## src/rtl/imp_pkg.sv

```systemverilog
package imp_pkg;

    localparam int BYTE_W = 8;

    localparam logic [3:0] OFF_ID       = 4'd0;
    localparam logic [3:0] OFF_CHAN     = 4'd1;
    localparam logic [3:0] OFF_ADDR0    = 4'd2;
    localparam logic [3:0] OFF_DATA     = 4'd5;
    localparam logic [3:0] OFF_DATA_INC = 4'd6;
    localparam logic [3:0] OFF_ADP      = 4'd8;

    localparam logic [7:0] ID_VALUE = 8'hA4;

    // Register 1 bit positions.
    localparam int B_RST  = 7;
    localparam int B_A2H  = 6;
    localparam int B_H2A  = 5;
    localparam int B_HALT = 4;
    localparam int B_IEN  = 3;

    typedef enum logic [1:0] {
        ST_IDLE   = 2'd0,
        ST_MEM_RD = 2'd1,
        ST_MEM_WR = 2'd2
    } seq_state_t;

    typedef struct packed {
        logic       rst;
        logic       halt;
        logic       irq_en;
        logic [2:0] line_sel;
    } chan_cfg_t;

endpackage

```

## src/rtl/imp_addr_ptr.sv

```systemverilog
module imp_addr_ptr #(
    parameter int ADDR_W = 24
) (
    input  logic                  clk,
    input  logic                  rst_n,
    input  logic [ADDR_W/8-1:0]   byte_we,
    input  logic [7:0]            byte_wdata,
    input  logic                  step,
    output logic [ADDR_W-1:0]     ptr
);

    localparam int NB = ADDR_W / 8;

    logic [ADDR_W-1:0] ptr_nxt;

    always_comb begin
        ptr_nxt = ptr;
        if (step) begin
            ptr_nxt = ptr + 1'b1;
        end else begin
            for (int k = 0; k < NB; k++) begin
                if (byte_we[k]) begin
                    ptr_nxt[8*k +: 8] = byte_wdata;
                end
            end
        end
    end

    always_ff @(posedge clk) begin
        if (!rst_n) begin
            ptr <= '0;
        end else begin
            ptr <= ptr_nxt;
        end
    end

endmodule

```

## src/rtl/imp_chan_bank.sv

```systemverilog
module imp_chan_bank
    import imp_pkg::*;
#(
    parameter int NCHAN  = 4,
    parameter int CSEL_W = 2
) (
    input  logic              clk,
    input  logic              rst_n,
    input  logic              ctrl_we,
    input  logic [7:0]        wdata,
    input  logic [CSEL_W-1:0] csel,
    input  logic [NCHAN-1:0]  a2h_raise,
    input  logic [NCHAN-1:0]  h2a_seen,
    output logic [7:0]        ctrl_rd,
    output logic [NCHAN-1:0]  chan_reset,
    output logic [NCHAN-1:0]  chan_halt,
    output logic [NCHAN-1:0]  h2a_irq,
    output logic [NCHAN-1:0]  pend,
    output logic [NCHAN-1:0]  host_irq
);

    logic [7:0] ctrl_byte [NCHAN];

    for (genvar i = 0; i < NCHAN; i++) begin : g_chan
        chan_cfg_t cfg_q;
        logic      pend_q;
        logic      h2a_q;
        logic      hit;

        assign hit = ctrl_we && (csel == CSEL_W'(i));

        always_ff @(posedge clk) begin
            if (!rst_n) begin
                cfg_q  <= '{rst: 1'b1, halt: 1'b0, irq_en: 1'b0, line_sel: 3'b000};
                pend_q <= 1'b0;
                h2a_q  <= 1'b0;
            end else begin
                if (hit) begin
                    cfg_q <= '{rst: wdata[B_RST], halt: wdata[B_HALT],
                               irq_en: wdata[B_IEN], line_sel: wdata[2:0]};
                end
                // Adapter raise has priority over a host clear.
                if (a2h_raise[i]) begin
                    pend_q <= 1'b1;
                end else if (hit && wdata[B_A2H]) begin
                    pend_q <= 1'b0;
                end
                // Host set has priority over an adapter acknowledge.
                if (hit && wdata[B_H2A]) begin
                    h2a_q <= 1'b1;
                end else if (h2a_seen[i]) begin
                    h2a_q <= 1'b0;
                end
            end
        end

        assign ctrl_byte[i] = {cfg_q.rst, pend_q, h2a_q, cfg_q.halt,
                               cfg_q.irq_en, cfg_q.line_sel};
        assign chan_reset[i] = cfg_q.rst;
        assign chan_halt[i]  = cfg_q.halt;
        assign h2a_irq[i]    = h2a_q;
        assign pend[i]       = pend_q;
        assign host_irq[i]   = pend_q && cfg_q.irq_en && (cfg_q.line_sel != 3'b000);
    end

    assign ctrl_rd = ctrl_byte[csel];

endmodule

```

## src/rtl/imp_access_seq.sv

```systemverilog
module imp_access_seq
    import imp_pkg::*;
(
    input  logic       clk,
    input  logic       rst_n,
    input  logic [3:0] host_addr,
    input  logic [7:0] host_wdata,
    input  logic       host_wr,
    input  logic       host_rd,
    input  logic       mem_ack,
    output logic       accept,
    output logic       data_sel,
    output logic       mem_req,
    output logic       mem_we,
    output logic [7:0] mem_wdata,
    output logic       rd_done,
    output logic       inc_now,
    output logic       hold_now
);

    seq_state_t state_q, state_nxt;
    logic       step_q;
    logic [7:0] wdata_q;
    logic       done;

    assign data_sel = (host_addr == OFF_DATA) || (host_addr == OFF_DATA_INC);

    // State register and access capture.
    always_ff @(posedge clk) begin
        if (!rst_n) begin
            state_q <= ST_IDLE;
            step_q  <= 1'b0;
            wdata_q <= '0;
        end else begin
            state_q <= state_nxt;
            if (state_q == ST_IDLE && data_sel && (host_wr || host_rd)) begin
                step_q  <= (host_addr == OFF_DATA_INC);
                wdata_q <= host_wdata;
            end
        end
    end

    // Next-state logic.
    always_comb begin
        state_nxt = state_q;
        unique case (state_q)
            ST_IDLE: begin
                if (host_wr && data_sel) begin
                    state_nxt = ST_MEM_WR;
                end else if (host_rd && data_sel) begin
                    state_nxt = ST_MEM_RD;
                end
            end
            ST_MEM_RD,
            ST_MEM_WR: begin
                if (mem_ack) begin
                    state_nxt = ST_IDLE;
                end
            end
            default: state_nxt = ST_IDLE;
        endcase
    end

    // Outputs.
    always_comb begin
        accept    = 1'b0;
        mem_req   = 1'b0;
        mem_we    = 1'b0;
        unique case (state_q)
            ST_IDLE:   accept = 1'b1;
            ST_MEM_RD: mem_req = 1'b1;
            ST_MEM_WR: begin
                mem_req = 1'b1;
                mem_we  = 1'b1;
            end
            default: accept = 1'b0;
        endcase
        done      = mem_req && mem_ack;
        rd_done   = done && !mem_we;
        inc_now   = done && step_q;
        hold_now  = done && !step_q;
        mem_wdata = wdata_q;
    end

endmodule

```

## src/rtl/ind_mem_port.sv

```systemverilog
module ind_mem_port
    import imp_pkg::*;
#(
    parameter int ADDR_W = 24,
    parameter int NCHAN  = 4
) (
    input  logic              clk,
    input  logic              rst_n,
    input  logic [3:0]        host_addr,
    input  logic [7:0]        host_wdata,
    input  logic              host_wr,
    input  logic              host_rd,
    output logic [7:0]        host_rdata,
    output logic              host_busy,
    output logic              mem_req,
    output logic              mem_we,
    output logic [ADDR_W-1:0] mem_addr,
    output logic [7:0]        mem_wdata,
    input  logic              mem_ack,
    input  logic [7:0]        mem_rdata,
    input  logic [NCHAN-1:0]  a2h_raise,
    input  logic [NCHAN-1:0]  h2a_seen,
    output logic [NCHAN-1:0]  chan_reset,
    output logic [NCHAN-1:0]  chan_halt,
    output logic [NCHAN-1:0]  h2a_irq,
    output logic [NCHAN-1:0]  host_irq
);

    localparam int NB     = ADDR_W / 8;
    localparam int CSEL_W = (NCHAN > 1) ? $clog2(NCHAN) : 1;
    localparam int PAD_W  = 8 - NCHAN - CSEL_W;

    logic              accept;
    logic              data_sel;
    logic              rd_done;
    logic              inc_now;
    logic              hold_now;
    logic [ADDR_W-1:0] ptr_q;
    logic [NB-1:0]     byte_we;
    logic [CSEL_W-1:0] csel_q;
    logic [NCHAN-1:0]  pend;
    logic [7:0]        chan_rd;
    logic [7:0]        adp_rd;
    logic [7:0]        reg_mux;
    logic              host_wr_ok;
    logic              host_rd_ok;

    imp_access_seq u_seq (
        .clk        (clk),
        .rst_n      (rst_n),
        .host_addr  (host_addr),
        .host_wdata (host_wdata),
        .host_wr    (host_wr),
        .host_rd    (host_rd),
        .mem_ack    (mem_ack),
        .accept     (accept),
        .data_sel   (data_sel),
        .mem_req    (mem_req),
        .mem_we     (mem_we),
        .mem_wdata  (mem_wdata),
        .rd_done    (rd_done),
        .inc_now    (inc_now),
        .hold_now   (hold_now)
    );

    assign host_busy  = !accept;
    assign host_wr_ok = accept && host_wr;
    assign host_rd_ok = accept && host_rd && !host_wr;

    for (genvar k = 0; k < NB; k++) begin : g_addr_we
        assign byte_we[k] = host_wr_ok && (host_addr == 4'(OFF_ADDR0 + k));
    end

    imp_addr_ptr #(.ADDR_W(ADDR_W)) u_ptr (
        .clk        (clk),
        .rst_n      (rst_n),
        .byte_we    (byte_we),
        .byte_wdata (host_wdata),
        .step       (inc_now),
        .ptr        (ptr_q)
    );

    assign mem_addr = ptr_q;

    always_ff @(posedge clk) begin
        if (!rst_n) begin
            csel_q <= '0;
        end else if (host_wr_ok && host_addr == OFF_ADP) begin
            csel_q <= host_wdata[CSEL_W-1:0];
        end
    end

    imp_chan_bank #(.NCHAN(NCHAN), .CSEL_W(CSEL_W)) u_bank (
        .clk        (clk),
        .rst_n      (rst_n),
        .ctrl_we    (host_wr_ok && host_addr == OFF_CHAN),
        .wdata      (host_wdata),
        .csel       (csel_q),
        .a2h_raise  (a2h_raise),
        .h2a_seen   (h2a_seen),
        .ctrl_rd    (chan_rd),
        .chan_reset (chan_reset),
        .chan_halt  (chan_halt),
        .h2a_irq    (h2a_irq),
        .pend       (pend),
        .host_irq   (host_irq)
    );

    assign adp_rd = {pend, {PAD_W{1'b0}}, csel_q};

    always_comb begin
        reg_mux = '0;
        for (int k = 0; k < NB; k++) begin
            if (host_addr == 4'(OFF_ADDR0 + k)) begin
                reg_mux = ptr_q[8*k +: 8];
            end
        end
        case (host_addr)
            OFF_ID:   reg_mux = ID_VALUE;
            OFF_CHAN: reg_mux = chan_rd;
            OFF_ADP:  reg_mux = adp_rd;
            default:  ;
        endcase
    end

    always_ff @(posedge clk) begin
        if (!rst_n) begin
            host_rdata <= '0;
        end else if (host_rd_ok && !data_sel) begin
            host_rdata <= reg_mux;
        end else if (rd_done) begin
            host_rdata <= mem_rdata;
        end
    end

endmodule

```

## config.mk

```make
export PLATFORM = sky130hd
export DESIGN_NAME = ind_mem_port
export DESIGN_NICKNAME = d
export VERILOG_FILES = /design/src/rtl/imp_pkg.sv /design/src/rtl/imp_addr_ptr.sv /design/src/rtl/imp_chan_bank.sv /design/src/rtl/imp_access_seq.sv /design/src/rtl/ind_mem_port.sv
export SDC_FILE = /design/constraint.sdc
export NUM_CORES = 1
export LEC_CHECK = 0
export BUFFER_PORTS_ARGS = -buffer_cell sky130_fd_sc_hd__buf_2
export CAP_MARGIN = 20
export CORE_ASPECT_RATIO = 1.5
export CORE_MARGIN = 5
export CORE_UTILIZATION = 55
export DETAILED_ROUTE_END_ITERATION = 10
export GPL_TIMING_DRIVEN = 1
export PLACE_DENSITY = 0.91
export RECOVER_POWER = 50
export SYNTH_ARGS = -nofsm -noshare
export SYNTH_HDL_FRONTEND = slang
export SYNTH_SLANG_ARGS = --single-unit
```

## constraint.sdc

```tcl
create_clock -name clk -period 3.55 [get_ports clk]
set_input_delay 0.355 -clock clk [delete_from_list [all_inputs] [get_ports clk]]
set_output_delay 0.355 -clock clk [all_outputs]
set_load 0.02 [all_outputs]
```

== After elaboration in Yosys (flattened, before gate mapping) ==
Cells that the tools add are included.

* Register bits: 77
* Output and inout bits: 59
* Bits of input ports: 33

* $add $sub $neg: 1
* Mux-type cells: 36
* Equal/unequal tests: 14
* Reduce and logical (&&, ||, !) cells: 63
* Order comparisons: 1
* Bitwise operators: 1

{| class="wikitable"
|+ Operators with widths
! cell !! number
|-
| 2-to-1 mux 8 bit || 10
|-
| logical AND 1 bit || 36
|-
| adder 24 x 1 -> 24 bit (second input constant) || 1
|-
| 2-to-1 mux 24 bit || 1
|-
| case mux 8 bit (3 select lines) || 1
|-
| nonzero test 2 bit || 12
|-
| 2-to-1 mux 1 bit || 19
|-
| binary-select mux 8 bit (select 2 bit) || 1
|-
| equality test 4 x 3 -> 1 bit (second input constant) || 3
|-
| nonzero test 3 bit || 4
|-
| equality test 4 x 2 -> 1 bit (second input constant) || 2
|-
| equality test 2 bit (second input constant) || 3
|-
| 2-to-1 mux 2 bit || 3
|-
| equality test 2 x 1 -> 1 bit (second input constant) || 2
|-
| equality test 4 x 1 -> 1 bit (second input constant) || 1
|-
| equality test 4 bit (second input constant) || 1
|-
| zero test 1 bit || 4
|-
| zero test 2 bit || 2
|-
| zero test 4 bit || 1
|-
| case mux 2 bit (2 select lines) || 1
|-
| greater-or-equal comparator 3 bit (second input constant) || 1
|-
| != test 3 bit (second input constant) || 1
|-
| inverter 2 -> 3 bit || 1
|-
| logical OR 1 bit || 2
|-
| 3 further kinds || 3
|}

== Logic depth before layout (Yosys ltp) ==
Gate-level depths: netlist (run 1).

* Depth after elaboration: 8
* Depth in mapped cells: 8
* Gate-level depth less buffers: 6

== Cells and area by module ==
From an unflattened synthesis (run 1), not the netlist that was laid out.

* Cells, all modules: 518
* Area, all modules: 4644.5 um^2

{| class="wikitable"
|+ By module, submodules not included
! module !! seq. area each (um^2) !! area an instance (um^2) !! cells an instance !! times used
|-
| imp_chan_bank || 640.6 || 1630.3 || 154 || 1
|-
| imp_addr_ptr || 480.5 || 1525.2 || 191 || 1
|-
| ind_mem_port || 200.2 || 920.9 || 106 || 1
|-
| imp_access_seq || 220.2 || 568.0 || 67 || 1
|}

== Worst setup path after synthesis (run 1) ==
OpenSTA, ideal clock, no wires.

* Kind: register -> register
* Start point: reg u_seq.state_q[1]
* End point: reg u_ptr.ptr[20]
* Data required time: 3.418 ns
* Clock period less this slack: 2.147 ns
* Arrival time: 2.014 ns
* Slack: 1.403 ns
* Path buffers: 2
* Stages on the path, launching flop included: 9
* Library setup time: 0.132 ns
* Cell sequence: dfxtp_1 inv_1 ha_1 and3_1 clkbuf_1 clkbuf_1 nand2_1 o311ai_0 a21oi_1

* Cells in the longest elaborated chain, start to end: 6

{| class="wikitable"
|+ Ends and longest elaborated chain
! what !! RTL line !! source
|-
| from (decl) || imp_access_seq.sv:21 || <nowiki>seq_state_t state_q, state_nxt;</nowiki>
|-
| from (signal assigned) || imp_access_seq.sv:35 || <nowiki>state_q <= state_nxt;</nowiki>
|-
| equality test 2 x 1 -> 1 bit / equality test 2 bit (equally long branches) || imp_access_seq.sv:69 || <nowiki>unique case (state_q)</nowiki>
|-
| OR reduction 2 bit (no source line) * || - ||
|-
| 2-to-1 mux 1 bit * || imp_access_seq.sv:69 ||
|-
| net mem_req || ind_mem_port.sv:15 || <nowiki>output logic mem_req,</nowiki>
|-
| logical AND 1 bit * || imp_access_seq.sv:78 || <nowiki>done = mem_req && mem_ack;</nowiki>
|-
| logical AND 1 bit * || imp_access_seq.sv:80 || <nowiki>inc_now = done && step_q;</nowiki>
|-
| 2-to-1 mux 24 bit / nonzero test 2 bit (equally long branches) || - ||
|-
| to (signal assigned) || imp_addr_ptr.sv:33 || <nowiki>ptr <= ptr_nxt;</nowiki>
|-
| to (decl) || imp_addr_ptr.sv:9 || <nowiki>output logic [ADDR_W-1:0] ptr</nowiki>
|}

Mark *: on every way through the listed nets, which the timed path passes. The rest lies on a longest branch.
A chain may end at the register's enable or synchronous reset.

== Worst setup path after layout (run 1) ==
* Start point: in host_addr[0]
* End point: reg u_bank.g_chan[0].cfg_q (netlist bit u_bank.chan_reset[0])

* Cells in the longest elaborated chain, start to end: 3

{| class="wikitable"
|+ Ends and longest elaborated chain
! what !! RTL line !! source
|-
| from (decl) || ind_mem_port.sv:9 || <nowiki>input logic [3:0] host_addr,</nowiki>
|-
| equality test 4 x 1 -> 1 bit || ind_mem_port.sv:96 || <nowiki>.ctrl_we (host_wr_ok && host_addr == OFF_CHAN),</nowiki>
|-
| logical AND 1 bit || ind_mem_port.sv:96 ||
|-
| logical AND 1 bit || imp_chan_bank.sv:30 || <nowiki>assign hit = ctrl_we && (csel == CSEL_W'(i));</nowiki>
|-
| to (signal assigned) || imp_chan_bank.sv:34 || <nowiki>cfg_q <= '{rst: 1'b1, halt: 1'b0, irq_en: 1'b0, line_sel: 3'b000};</nowiki>
|-
| to (signal assigned) || imp_chan_bank.sv:39 || <nowiki>cfg_q <= '{rst: wdata[B_RST], halt: wdata[B_HALT],</nowiki>
|-
| to (decl) || imp_chan_bank.sv:25 || <nowiki>chan_cfg_t cfg_q;</nowiki>
|}

No other way between the ends.

==> impl_results.md, run 1 <==
* Status: complete, no violations
* # diodes at 0
* Critical Path End Type: register
* Post-detailed-route count of antenna-violating nets at 0
* Hold-fix buffers, CTS at 0
* Max-slew violation count at 0
* CTS Buffer Depth at 2
* Commonest non-fill, non-tap cell in the layout: dfxtp_1
* Combinational Power Share at 10.5%
* Syn nets at 544
* Seq cells post-synth at 77
* Post-Synth XOR/XNOR Area at 0.596%
* Skew-Pair Late Insertion Delay at 0.34 ns
* Seq pwr share at 46.7%
* IO Port Bufs at 91
* Post-synthesis mux area share at 16.1%
* Vias at 4,470
* Pleak at 1.74 nW
* Most frequent cells in the layout: dfxtp_1, clkbuf_1, nor2_1
* Psw at 519 uW
* First-pass GRT wire length at 22,200 um
* Slew margin rel. at 15.4%
* Post-synthesis adder-cell area fraction at 0.852%
* Chip Height at 120 um
* Global-route track usage on met2 at 45.7%
* Switching part of the total power at 26.7%
* Post-synth ARST share at 0%
* GRT overflow at 0
* Met1 Use GR at 32.6%
* Ports at 92
* Yosys warns at 0
* Drt first pass iters at 5
* RSZ-0062 raised after global routing: no
* TritonCTS clock tree: done
* CTS resizes at 0
* DR vias/cell at 6.70
* Post-place instance area at 0.00477 mm2
* Post-synth EDFFs at 0
* Largest family of logic cells by synthesized area: simple AND/OR/NAND/NOR gates
* Proportion of layout cells with a drive suffix above 1 at 13.5%
* WP data arrival at 3.14 ns
* Post-layout min period at 2.93 ns
* Top-area cell type share of the netlist area at 35.0%
* Clock sink count at 77
* Syn avg cell area at 8.68 um2
* Post-synthesis cell count at 508
* Initial core utilization at 55.7%
* Antenna violations before repair at 0
* Peak supply drop at 325 uV
* Peak Freq at 341 MHz
* Fin area at 0.00494 mm2
* Cts bufs inserted at 9
* Post-route DRC violation count at 0
* Post-synthesis cell area at 0.00441 mm2
* Largest cells by area after synthesis: dfxtp_1, mux2i_1, mux2_2, mux4_2, nor2_1
* Post-DP HPWL at 9730 um
* P&R area growth vs syn at 12.1%
* Clock power frac at 42.7%
* Post-CTS setup buffers at 0
* Post-DR wirelength/cell at 20.5 um
* GR Util met3 at 7.28%
* MaxCap Viol Count at 0
* Worst min-delay path class: in -> reg
* Clock Skew at 0.00811 ns
* Final nets at 594
* Period utilisation layout at 82.5%
* GRT Util Overall at 27.7%
* Hold Vio Cnt, Final at 0
* Number of global-route vias before repair at 4,364
* Row count at 40
* Largest net degree at the start of global routing at 38
* Top FF cell, synth: dfxtp_1
* Core Region at 0.00791 mm2
* Pint at 1.42 mW
* Final setup vio count at 0
* Most Crowded Layer GR: met2
* CTS H-tree depth at 3
* Setup CP Type: in -> reg
* Cell accounting for the most synthesized area: dfxtp_1
* Sequential area share after synthesis at 35.0%
* Crit path launch type: input pin
* Power consumption at 1.94 mW
* Worst-path maximum fanout at 25
* Pwr Density at 393 mW/mm2
* Gp weighted congestion at 0.864
* CTS clk-pin slew, worst paths at 0.06 ns
* DRT Wirelength at 13,700 um
* Worst slew pin tran at 1.27 ns
* Total negative slack at 0 ns
* Synth Area in Compound Gates at 19.0%
* 1st-iter DRT viols at 560
* Simple logic cell fraction of the synthesized area at 21.6%
* Die area at 0.00994 mm2
* Required @ worst endpoint at 3.76 ns
* Chip Width at 83.1 um
* CTS Root Cell: clkbuf_16
* Distinct cells, synth at 58
[sequential cells by signal, summed over array words and instances (netlist names)]
signal	cells
u_seq.mem_wdata	8
u_bank.g_chan.pend_q	4
u_bank.g_chan.h2a_q	4
u_seq.step_q	1
u_bank.ctrl_byte	16
u_bank.chan_halt	4
u_bank.chan_reset	4
host_rdata	8
csel_q	2
u_seq.state_q	2
u_ptr.ptr	24
[Yosys cell counts, types with 4 or more instances]
| library cell | n |
|---|---|
| or4_1 | 8 |
| nor2_1 | 44 |
| o311a_1 | 7 |
| inv_1 | 12 |
| a21oi_1 | 23 |
| nor4_1 | 6 |
| buf_4 | 12 |
| nand4_1 | 10 |
| a22o_1 | 7 |
| a22oi_1 | 11 |
| nand3_1 | 16 |
| nor3_1 | 9 |
| nor4b_1 | 4 |
| dfxtp_1 | 77 |
| nor2b_1 | 8 |
| and3_1 | 4 |
| mux2i_1 | 35 |
| and2_1 | 6 |
| nand2b_1 | 5 |
| a211oi_1 | 4 |
| buf_2 | 5 |
| a31oi_1 | 17 |
| clkbuf_1 | 35 |
| nand3b_1 | 6 |
| mux4_2 | 8 |
| nand2_1 | 34 |
| o21ai_0 | 22 |
| mux2_2 | 16 |
[worst max-delay path: stages]
cell and delay (ns):
clkbuf_1 0.91, nor4b_1 0.35, clkbuf_1 0.39, nor4b_1 0.27, clkbuf_1 0.52, mux2i_1 0.27, nand2_1 0.06
[cells by family (layout without fill, tap and decap cells)]
| logic type | after synthesis | in the layout |
|---|---|---|
| flip-flops | 77 | 77 |
| AND/OR/NAND/NOR | 177 | 177 |
| buffers and inverters | 67 | 121 |
| AO/OA/AOI/OAI | 122 | 122 |
| multiplexers | 59 | 59 |
| adder cells (fa/ha/maj) | 3 | 3 |
| XOR/XNOR | 3 | 3 |
[layer usage]
layer / up-vias / part of all wire, %
li1: 2000 / -
met1: 2057 / 37
met2: 337 / 48
met3: 76 / 9.9
met4: 0 / 5.4
met5: - / 0
[power groups by stage]
stage               clock (mW)  combinational [mW]  sequential [mW]
detailed placement           0               0.204            0.926
global placement             0               0.198            0.924
floorplan                    0               0.121            0.936
global route             0.882               0.221            0.910
finish                   0.830               0.204            0.908
CTS                      0.842               0.205            0.907
[layout make-up]
| cell class | count | area [um2] |
|---|---|---|
| Inverter | 12 | 45.0 |
| Clock inverter | 6 | 40.0 |
| Multi-Input combinational cell | 364 | 2560 |
| Timing Repair Buffer | 94 | 395 |
| Clock buffer | 9 | 225 |
| Fill cell | 689 | 2970 |
| Sequential cell | 77 | 1540 |
| Tap cell | 105 | 131 |
[stage by stage]
step / worst slack [ns] / hold WS, ns / std cells / util (%)
2_1_floorplan: 1.40 / 0.460 / 508 / -
4_1_cts: 0.990 / 0.265 / 667 / 63.6
3_3_place_gp: 1.11 / 0.470 / 652 / 60.3
6_report: 0.621 / 0.273 / 667 / 62.5
5_1_grt: 0.459 / 0.278 / 667 / 62.5
3_5_place_dp: 1.02 / 0.480 / 652 / 60.3
[path summary, 6_finish.rpt]
kind	from	end	slack, ns	cells after the start
min reg2reg	u_seq.mem_wdata[5]$_SDFFE_PN0P_	u_seq.mem_wdata[5]$_SDFFE_PN0P_	0.50	2
max	host_addr[0]	u_bank.chan_reset[0]$_SDFFE_PN1N_	0.62	7
min	a2h_raise[2]	u_bank.g_chan[2].pend_q$_SDFFE_PN0P_	0.27	3
max reg2reg	u_seq.state_q[1]$_SDFFE_PN0P_	u_ptr.ptr[22]$_SDFFE_PN0P_	0.98	6
Note: power is estimated with default switching activity, not from simulation.
==> run 2: changes to the inputs <==
Clock period 3.55 ns to 3 ns, I/O delays scaled along.
==> impl_results.md, run 2 (synthesized netlist as in run 1, its figures left out) <==
* Largest net degree at the start of global routing at 57 (was 38)
* Pwr Density at 495 mW/mm2 (was 393 mW/mm2)
* Slew margin rel. at 17.3% (was 15.4%)
* GRT Util Overall at 26.7% (was 27.7%)
* Number of flip-flops in the largest register at 24 (unchanged)
* Post-layout min period at 2.56 ns
* Peak Freq at 390 MHz
* Drt first pass iters at 7 (was 5)
* CTS resizes at 0 (unchanged)
* Initial core utilization at 55.7% (unchanged)
* Status: complete, no violations (unchanged)
* P&R area growth vs syn at 13.6% (was 12.1%)
* Crit path launch type: input pin (unchanged)
* First-pass GRT wire length at 21,700 um (was 22,200 um)
* Crit-path slowest cell: clkbuf_1 (unchanged)
* RSZ-0062 raised after global routing: no (unchanged)
* CTS Root Cell: clkbuf_16 (unchanged)
* Post-CTS setup buffers at 0 (unchanged)
* Worst stage delay on the critical path at 0.89 ns (was 0.91 ns)
* Required @ worst endpoint at 3.22 ns (was 3.76 ns)
* Row count at 40 (unchanged)
* Proportion of layout cells with a drive suffix above 1 at 14.0% (was 13.5%)
* Most frequent cells in the layout: dfxtp_1, clkbuf_1, nor2_1 (unchanged)
* Peak supply drop at 387 uV (was 325 uV)
* Max-slew violation count at 0 (unchanged)
* Worst min-delay path class: in -> reg (unchanged)
* CTS H-tree depth at 3 (unchanged)
* Antenna violations before repair at 0 (unchanged)
* Post-route DRC violation count at 0 (unchanged)
* WP data arrival at 2.78 ns (was 3.14 ns)
* Chip Width at 83.1 um (unchanged)
* Critical Path Source: host_addr[0] (unchanged)
* DRT Wirelength at 13,400 um (was 13,700 um)
* Number of global-route vias before repair at 4,396 (was 4,364)
* Post-DR wirelength/cell at 20.0 um (was 20.5 um)
* Power consumption at 2.48 mW (was 1.94 mW)
* Pleak at 1.78 nW (was 1.74 nW)
* 1st-iter DRT viols at 434 (was 560)
* Fin cells at 669 (was 667)
* IO Port Bufs at 91 (unchanged)
* Post-DP HPWL at 9490 um (was 9730 um)
* Core Region at 0.00791 mm2 (unchanged)
* CTS Buffer Depth at 2 (unchanged)
* Clock sink count at 77 (unchanged)
* Chip Height at 120 um (unchanged)
* GRT overflow at 0 (unchanged)
* MaxCap Viol Count at 0 (unchanged)
* Skew-Pair Late Insertion Delay at 0.34 ns (about the same)
* Ports at 92 (unchanged)
* Reg-to-reg startpoint: u_seq.state_q[1]$_SDFFE_PN0P_ (unchanged)
* Period utilisation layout at 85.4%
* R2R cell count at 6 (unchanged)
* Final setup vio count at 0 (unchanged)
* Hold Vio Cnt, Final at 0 (unchanged)
* Die area at 0.00994 mm2 (unchanged)
* # diodes at 0 (unchanged)
* TritonCTS clock tree: done (unchanged)
* Total negative slack at 0 ns (unchanged)
* Clock Skew at 0.00608 ns (was 0.00811 ns)
* Cts bufs inserted at 9 (unchanged)
* Final nets at 596 (was 594)
* Hold-fix buffers, CTS at 0 (unchanged)
* Critical path endpoint: u_bank.chan_reset[0]$_SDFFE_PN1N_ (unchanged)
* DR vias/cell at 6.64 (was 6.70)
* Most flop-heavy register: u_ptr.ptr (unchanged)
* Vias at 4,441 (was 4,470)
* Worst slew pin tran at 1.24 ns (was 1.27 ns)
* R2r endpoint: u_ptr.ptr[22]$_SDFFE_PN0P_ (unchanged)
* Gp weighted congestion at 0.871 (was 0.864)
* Commonest non-fill, non-tap cell in the layout: dfxtp_1 (unchanged)
* Post-detailed-route count of antenna-violating nets at 0 (unchanged)
* Setup CP Type: in -> reg (unchanged)
* CTS clk-pin slew, worst paths at 0.06 ns (about the same)
* Critical Path End Type: register (unchanged)
* Placed insts at 654 (was 652)
* CP Cell Sequence: clkbuf_1 -> nor4b_1 -> buf_4 -> nor4b_1 -> clkbuf_1 -> mux2i_1 -> nand2_1 (was clkbuf_1 -> nor4b_1 -> clkbuf_1 -> nor4b_1 -> clkbuf_1 -> mux2i_1 -> nand2_1)
* Worst-path maximum fanout at 25 (unchanged)
* R2r setup slk at 0.51 ns (was 0.98 ns)
==> run 2: changes by cell type in the layout (fill, tap and decap cells not counted) <==
cell | previous run | this run
clkinvlp_4 | 1 | 0
bufinv_16 | 0 | 2
clkbuf_1 | 62 | 61
buf_4 | 1 | 4
clkinv_2 | 3 | 2
==> run 2: routing by layer <==
metal  up-vias  wire length (um)  global-route usage [%]
li1       2001                 -                       -
met1      2071              4940                    29.8
met2       289              6460                    44.5
met3        80              1200                    6.32
met4         0               795                    18.5
met5         -                 0                       0
==> run 2: power by group <==
part           internal [mW]  switching [mW]
clock                  0.725           0.437
sequential              1.05          0.0272
combinational         0.0840           0.156
==> run 2: how the worst min path moves through the flow <==
stage,from,endpoint,cells after the start
floorplan,rst_n,u_ptr.ptr[15]$_SDFFE_PN0P_,2
global placement,u_seq.mem_wdata[3]$_SDFFE_PN0P_,u_seq.mem_wdata[3]$_SDFFE_PN0P_,2
detailed placement,u_seq.mem_wdata[1]$_SDFFE_PN0P_,u_seq.mem_wdata[1]$_SDFFE_PN0P_,2
CTS,a2h_raise[3],u_bank.g_chan[3].pend_q$_SDFFE_PN0P_,3
global route,a2h_raise[3],u_bank.g_chan[3].pend_q$_SDFFE_PN0P_,3
finish,a2h_raise[3],u_bank.g_chan[3].pend_q$_SDFFE_PN0P_,3
==> run 2: area by class of cell <==
class	instances	area, um2
Clock inverter	6	87.6
Timing Repair Buffer	96	414
Fill cell	707	2900
Multi-Input combinational cell	364	2560
Clock buffer	9	225
Sequential cell	77	1540
Tap cell	105	131
Inverter	12	45.0
==> run 2: critical path, delay by kind of cell <==
family                 cells  cell delay, ns
buffers and inverters      3            1.60
muxes                      1            0.25
and+or+nand+nor            3            0.62
==> run 2: metrics by stage <==
| stage | area (um2) | worst slack [ns] | util (%) | hold WS, ns |
|---|---|---|---|---|
| 3_5_place_dp | 4780 | 0.568 | 60.5 | 0.481 |
| 2_1_floorplan | 4410 | 0.853 | - | 0.431 |
| 6_report | 5010 | 0.438 | 63.3 | 0.197 |
| 5_1_grt | 5010 | 0.275 | 63.3 | 0.241 |
| 4_1_cts | 5090 | 0.547 | 64.4 | 0.197 |
| 3_3_place_gp | 4780 | 0.665 | 60.5 | 0.471 |
